`src/rtl/psr_pkg.sv`:
```
package psr_pkg;

   // Scratch update operations selected by the aliased write addresses
   typedef enum logic [1:0] {
      SCR_LOAD = 2'd0,
      SCR_SET  = 2'd1,
      SCR_CLR  = 2'd2
   } scr_op_e;

   // Event latch bit order (read by software, so positions are fixed)
   localparam int EVT_HOST_DISC = 0;
   localparam int EVT_VBUS_OK   = 1;
   localparam int EVT_SESS_OK   = 2;
   localparam int EVT_SESS_LOW  = 3;
   localparam int EVT_ID_GND    = 4;
   localparam int EVT_COUNT     = 5;

endpackage

```
`src/rtl/psr_edge_latch.sv`:
```
module psr_edge_latch #(
   parameter int N_EVT = 5
) (
   input  logic             clk,
   input  logic             rst_n,
   input  logic [N_EVT-1:0] status_i,
   input  logic [N_EVT-1:0] rise_en_i,
   input  logic [N_EVT-1:0] fall_en_i,
   input  logic             clear_i,
   output logic [N_EVT-1:0] event_o,
   output logic [N_EVT-1:0] latch_o
);

   logic [N_EVT-1:0] prev_q;
   logic             primed_q;
   logic [N_EVT-1:0] latch_q;

   // Copy of the inputs from the last clock; primed marks that it is valid
   always_ff @(posedge clk or negedge rst_n) begin
      if (!rst_n) begin
         prev_q   <= '0;
         primed_q <= 1'b0;
      end else begin
         prev_q   <= status_i;
         primed_q <= 1'b1;
      end
   end

   // One edge detector per input
   for (genvar g = 0; g < N_EVT; g++) begin : g_edge
      logic rise_w, fall_w;
      assign rise_w     = status_i[g] & ~prev_q[g];
      assign fall_w     = ~status_i[g] & prev_q[g];
      assign event_o[g] = primed_q & ((rise_w & rise_en_i[g]) | (fall_w & fall_en_i[g]));
   end

   // The clear wipes the old contents; events of the same cycle survive it
   always_ff @(posedge clk or negedge rst_n) begin
      if (!rst_n) latch_q <= '0;
      else if (clear_i) latch_q <= event_o;
      else latch_q <= latch_q | event_o;
   end

   assign latch_o = latch_q;

endmodule

```
`src/rtl/psr_scratch.sv`:
```
module psr_scratch
   import psr_pkg::*;
#(
   parameter int DATA_W = 8
) (
   input  logic              clk,
   input  logic              rst_n,
   input  logic              wr_i,
   input  scr_op_e           op_i,
   input  logic [DATA_W-1:0] wdata_i,
   output logic [DATA_W-1:0] q_o
);

   logic [DATA_W-1:0] q;

   always_ff @(posedge clk or negedge rst_n) begin
      if (!rst_n) begin
         q <= '0;
      end else if (wr_i) begin
         case (op_i)
            SCR_LOAD: q <= wdata_i;
            SCR_SET:  q <= q | wdata_i;
            SCR_CLR:  q <= q & ~wdata_i;
            default:  q <= q;
         endcase
      end
   end

   assign q_o = q;

endmodule

```
`src/rtl/psr_rd_port.sv`:
```
module psr_rd_port #(
   parameter int DATA_W = 8,
   parameter int N_EVT  = 5,
   parameter int N_LS   = 2,
   parameter int ADDR_W = 6,
   parameter logic [ADDR_W-1:0] A_LATCH = 'h14,
   parameter logic [ADDR_W-1:0] A_DEBUG = 'h15,
   parameter logic [ADDR_W-1:0] A_SCR0  = 'h16,
   parameter logic [ADDR_W-1:0] A_SCR1  = 'h17,
   parameter logic [ADDR_W-1:0] A_SCR2  = 'h18
) (
   input  logic              clk,
   input  logic              rst_n,
   input  logic              rd_i,
   input  logic [ADDR_W-1:0] addr_i,
   input  logic [N_EVT-1:0]  latch_i,
   input  logic [N_LS-1:0]   ls_i,
   input  logic [DATA_W-1:0] scr_i,
   output logic [DATA_W-1:0] rdata_o
);

   logic [DATA_W-1:0] latch_ext, ls_ext, sel;
   logic [DATA_W-1:0] rdata_q;

   always_comb begin
      latch_ext              = '0;
      latch_ext[N_EVT-1:0]   = latch_i;
      ls_ext                 = '0;
      ls_ext[N_LS-1:0]       = ls_i;
   end

   always_comb begin
      if (addr_i == A_LATCH) sel = latch_ext;
      else if (addr_i == A_DEBUG) sel = ls_ext;
      else if (addr_i == A_SCR0 || addr_i == A_SCR1 || addr_i == A_SCR2) sel = scr_i;
      else sel = '0;
   end

   always_ff @(posedge clk or negedge rst_n) begin
      if (!rst_n) rdata_q <= '0;
      else if (rd_i) rdata_q <= sel;
   end

   assign rdata_o = rdata_q;

endmodule

```
`src/rtl/psr_bank.sv`:
```
module psr_bank
   import psr_pkg::*;
#(
   parameter int DATA_W = 8,
   parameter int ADDR_W = 6,
   parameter int N_EVT  = EVT_COUNT,
   parameter int N_LS   = 2,
   parameter logic [ADDR_W-1:0] A_LATCH = 'h14,
   parameter logic [ADDR_W-1:0] A_DEBUG = 'h15,
   parameter logic [ADDR_W-1:0] A_SCR0  = 'h16,
   parameter logic [ADDR_W-1:0] A_SCR1  = 'h17,
   parameter logic [ADDR_W-1:0] A_SCR2  = 'h18
) (
   input  logic              clk,
   input  logic              rst_n,
   input  logic [ADDR_W-1:0] reg_addr,
   input  logic              reg_rd,
   input  logic              reg_wr,
   input  logic [DATA_W-1:0] reg_wdata,
   output logic [DATA_W-1:0] reg_rdata,
   input  logic [N_EVT-1:0]  status_in,
   input  logic [N_EVT-1:0]  rise_en,
   input  logic [N_EVT-1:0]  fall_en,
   input  logic [N_LS-1:0]   line_state
);

   // Elaboration checks on the parameter set
   if (N_EVT >= DATA_W) begin : g_bad_evt
      $error("psr_bank: N_EVT must leave reserved bits in the byte");
   end
   if (N_LS >= DATA_W || N_LS < 1) begin : g_bad_ls
      $error("psr_bank: N_LS out of range");
   end
   if (A_SCR0 == A_LATCH || A_SCR1 == A_LATCH || A_SCR2 == A_LATCH ||
       A_SCR0 == A_DEBUG || A_SCR1 == A_DEBUG || A_SCR2 == A_DEBUG ||
       A_LATCH == A_DEBUG) begin : g_bad_map
      $error("psr_bank: register addresses overlap");
   end

   logic             latch_clr;
   logic             scr_wr;
   scr_op_e          scr_op;
   logic [N_EVT-1:0] evt_vec;
   logic [N_EVT-1:0] latch_q;
   logic [DATA_W-1:0] scr_q;

   // Address decode
   assign latch_clr = reg_rd && (reg_addr == A_LATCH);

   always_comb begin
      scr_wr = 1'b0;
      scr_op = SCR_LOAD;
      if (reg_wr) begin
         if (reg_addr == A_SCR0) begin
            scr_wr = 1'b1;
            scr_op = SCR_LOAD;
         end else if (reg_addr == A_SCR1) begin
            scr_wr = 1'b1;
            scr_op = SCR_SET;
         end else if (reg_addr == A_SCR2) begin
            scr_wr = 1'b1;
            scr_op = SCR_CLR;
         end
      end
   end

   psr_edge_latch #(.N_EVT(N_EVT)) u_latch (
      .clk       (clk),
      .rst_n     (rst_n),
      .status_i  (status_in),
      .rise_en_i (rise_en),
      .fall_en_i (fall_en),
      .clear_i   (latch_clr),
      .event_o   (evt_vec),
      .latch_o   (latch_q)
   );

   psr_scratch #(.DATA_W(DATA_W)) u_scr (
      .clk     (clk),
      .rst_n   (rst_n),
      .wr_i    (scr_wr),
      .op_i    (scr_op),
      .wdata_i (reg_wdata),
      .q_o     (scr_q)
   );

   psr_rd_port #(
      .DATA_W (DATA_W), .N_EVT(N_EVT), .N_LS(N_LS), .ADDR_W(ADDR_W),
      .A_LATCH(A_LATCH), .A_DEBUG(A_DEBUG),
      .A_SCR0 (A_SCR0), .A_SCR1(A_SCR1), .A_SCR2(A_SCR2)
   ) u_rd (
      .clk     (clk),
      .rst_n   (rst_n),
      .rd_i    (reg_rd),
      .addr_i  (reg_addr),
      .latch_i (latch_q),
      .ls_i    (line_state),
      .scr_i   (scr_q),
      .rdata_o (reg_rdata)
   );

endmodule

```
`config.mk`:
```
export PLATFORM = sky130hd
export DESIGN_NAME = psr_bank
export DESIGN_NICKNAME = d
export VERILOG_FILES = /design/src/rtl/psr_pkg.sv /design/src/rtl/psr_edge_latch.sv /design/src/rtl/psr_scratch.sv /design/src/rtl/psr_rd_port.sv /design/src/rtl/psr_bank.sv
export SDC_FILE = /design/constraint.sdc
export NUM_CORES = 1
export LEC_CHECK = 0
export BUFFER_PORTS_ARGS = -buffer_cell sky130_fd_sc_hd__buf_2
export CAP_MARGIN = 30
export CORE_ASPECT_RATIO = 0.8
export CORE_MARGIN = 5
export CORE_UTILIZATION = 37
export DETAILED_ROUTE_END_ITERATION = 8
export GPL_ROUTABILITY_DRIVEN = 0
export SYNTH_ARGS = -nofsm -noshare
export SYNTH_HDL_FRONTEND = slang
export SYNTH_HIERARCHICAL = 1
export SYNTH_SLANG_ARGS = --single-unit
```
`constraint.sdc`:
```
create_clock -name clk -period 0.9 [get_ports clk]
set_input_delay 0.135 -clock clk [delete_from_list [all_inputs] [get_ports clk]]
set_output_delay 0.135 -clock clk [all_outputs]
set_load 0.01 [all_outputs]
```
==> metrics.yaml <==
setup_viol: 26
cp_common_cell: "buf_6"
arrival_ns: 1.75
cts_max_path_buffers: 2
clock_skew_ns: 0.00571
grt.overflow.total: 0
slew_violations: 0
vias: 1340
multi_input_area_sq_um: 855
syn-num-nets: 174
timing.final.ws_setup_ns: -0.697
first_pass_iters: 4
grt_pass1_wl_um: 6040
final_cell_area_sq_um: 2210
reg2reg_slack_ns: -0.03
cellPowerDensity_nw_per_um2: 1230
reg2reg_from: "u_scr/q_o[3]$_DFFE_PN0P_"
cts.htree.levels: 1
num_rows: 20
avgSynthCellArea_sq_um: 10.3
dp_slack_ns: -1.17
hold_slack_ns: 0.116
ant_nets: 0
clk_latency_ns: 0.28
outcome: "finished with violations"
path_buf_inv: 2
drtIter0Drc: 54
syn_area_sq_um: 1400
timing.final.crit_share: 1.77
clk_pin_slew_ns: 0.10
final_core_util: 0.592
start_util: 0.377
rsz0062_at_grt: "yes"
start_kind: "input pin"
dieArea_sq_um: 5130
tns_ns: -6.96
clock_sinks: 27
failed_checks: "setup timing"
portBuffers: 42
final-seq-area_sq_um: 676
drc: 0
hp-start: "rise_en[3]"
root_buffer: "clkbuf_8"
dpl.cell_count: 233
max_stage_delay_ns: 0.53
antenna_found_initial: 0
die_y_um: 65.1
drt-wirelength-per-cell_um: 14.2
fp.coreArea_sq_um: 3730
pin_count: 43
die-width_um: 78.9
drive_gt1_frac: 0.509
critPathSlowestCell: "or4b_4"
critPathTopFamily: "simple AND/OR/NAND/NOR gates"
cp_cell_sequence: "buf_6 > or4b_4 > buf_6 > nor2_4 > ha_4 > or2_4 > o22ai_2 > a21oi_1"
fillers: 326
min_period_ns: 1.60
cts_made_buffers: 3
cts_tree: "done"
end_kind: "flip-flop"
postSynthCellCount: 136
dpl_cell_area_sq_um: 1820
crit_fanout: 8
grt_pass1_vias: 1320
worstPathRequired_ns: 1.06
power.total_mw: 2.71
vdd_drop_max_uv: 638
dp_hpwl_um: 2660
clock.fmax_mhz: 626
hold_viol: 0
yosysWarnings: 6
syn2layout_area_growth_pct: 57.1
antennaDiodeCount: 0
final_cells: 256
vias_per_cell: 5.23
nNetsFinal: 251
drt-total-wl_um: 3640
max_cap_violations: 0
grtUsageTotal: 0.147
hp-class: "input pin to flip-flop"
grt_max_degree: 28
crit_start: "reg_addr[1]"
p_leak_nw: 1.05
crit_type: "input pin to flip-flop"
layout by cell type, fill, tap and decap left out, types with 3 or more instances in the layout:
cell / count
buf_2: 37
dfrtp_1: 27
buf_4: 23
a21oi_1: 14
buf_6: 11
nand4b_1: 10
nor2b_1: 10
o22ai_2: 7
dlygate4sd3_1: 6
inv_1: 5
nand2b_1: 4
nand3_1: 4
nand2_1: 4
clkbuf_8: 3
a211o_1: 3
nor2_1: 3
o2bb2ai_1: 3
tightest hold or removal path: stages:
cell and delay (ns):
buf_2 0.08, nand4b_1 0.08, nand3_1 0.07
report_power, final:
| part | leakage, nW | switching, mW | internal (mW) |
|---|---|---|---|
| registers | 0.324 | 0.0926 | 1.34 |
| logic | 0.702 | 0.250 | 0.309 |
| clock network | 0.0217 | 0.396 | 0.315 |
| total | 1.05 | 0.739 | 1.97 |
area by class of cell:
type	count	area share
clock inverter	1	0.00340
inverter	7	0.0136
sequential	27	0.306
timing repair buffer	77	0.246
multi-input combinational	97	0.387
clock buffer	3	0.0187
tap	44	0.0250
final timing paths:
check	endpoint	depth (start not counted)
max	u_scr/q_o[5]$_DFFE_PN0P_	8
min	u_latch/latch_o[3]$_DFF_PN0_	3
max reg2reg	u_rd/rdata_o[3]$_DFFE_PN0P_	2
min reg2reg	u_rd/rdata_o[3]$_DFFE_PN0P_	1
max in group asynchronous	u_latch/latch_o[1]$_DFF_PN0_	3
min in group asynchronous	u_latch/latch_o[2]$_DFF_PN0_	3
layer usage:
metal  GRT usage  part of all wire  vias to the layer above
li1            -                 -                      654
met2       0.254              0.49                       32
met4      0.0322            0.0093                        0
met1       0.190              0.46                      650
met5           0                 0                        -
met3      0.0315             0.042                        4
what timing repair did:
action,4_1_cts,5_1_grt
hold endpoints to repair,32,0
setup endpoints to repair,26,26
hold buffers,6,0
pin swaps,15,9
buffers inserted,7,6
gates resized for setup,23,12
sequential cells by signal (all words and copies together), names as in the netlist:
register	flops
u_latch/prev_q	5
u_latch/primed_q	1
u_scr/q_o	8
u_latch/latch_o	5
u_rd/rdata_o	8
Power figures use the tool's default switching activity.
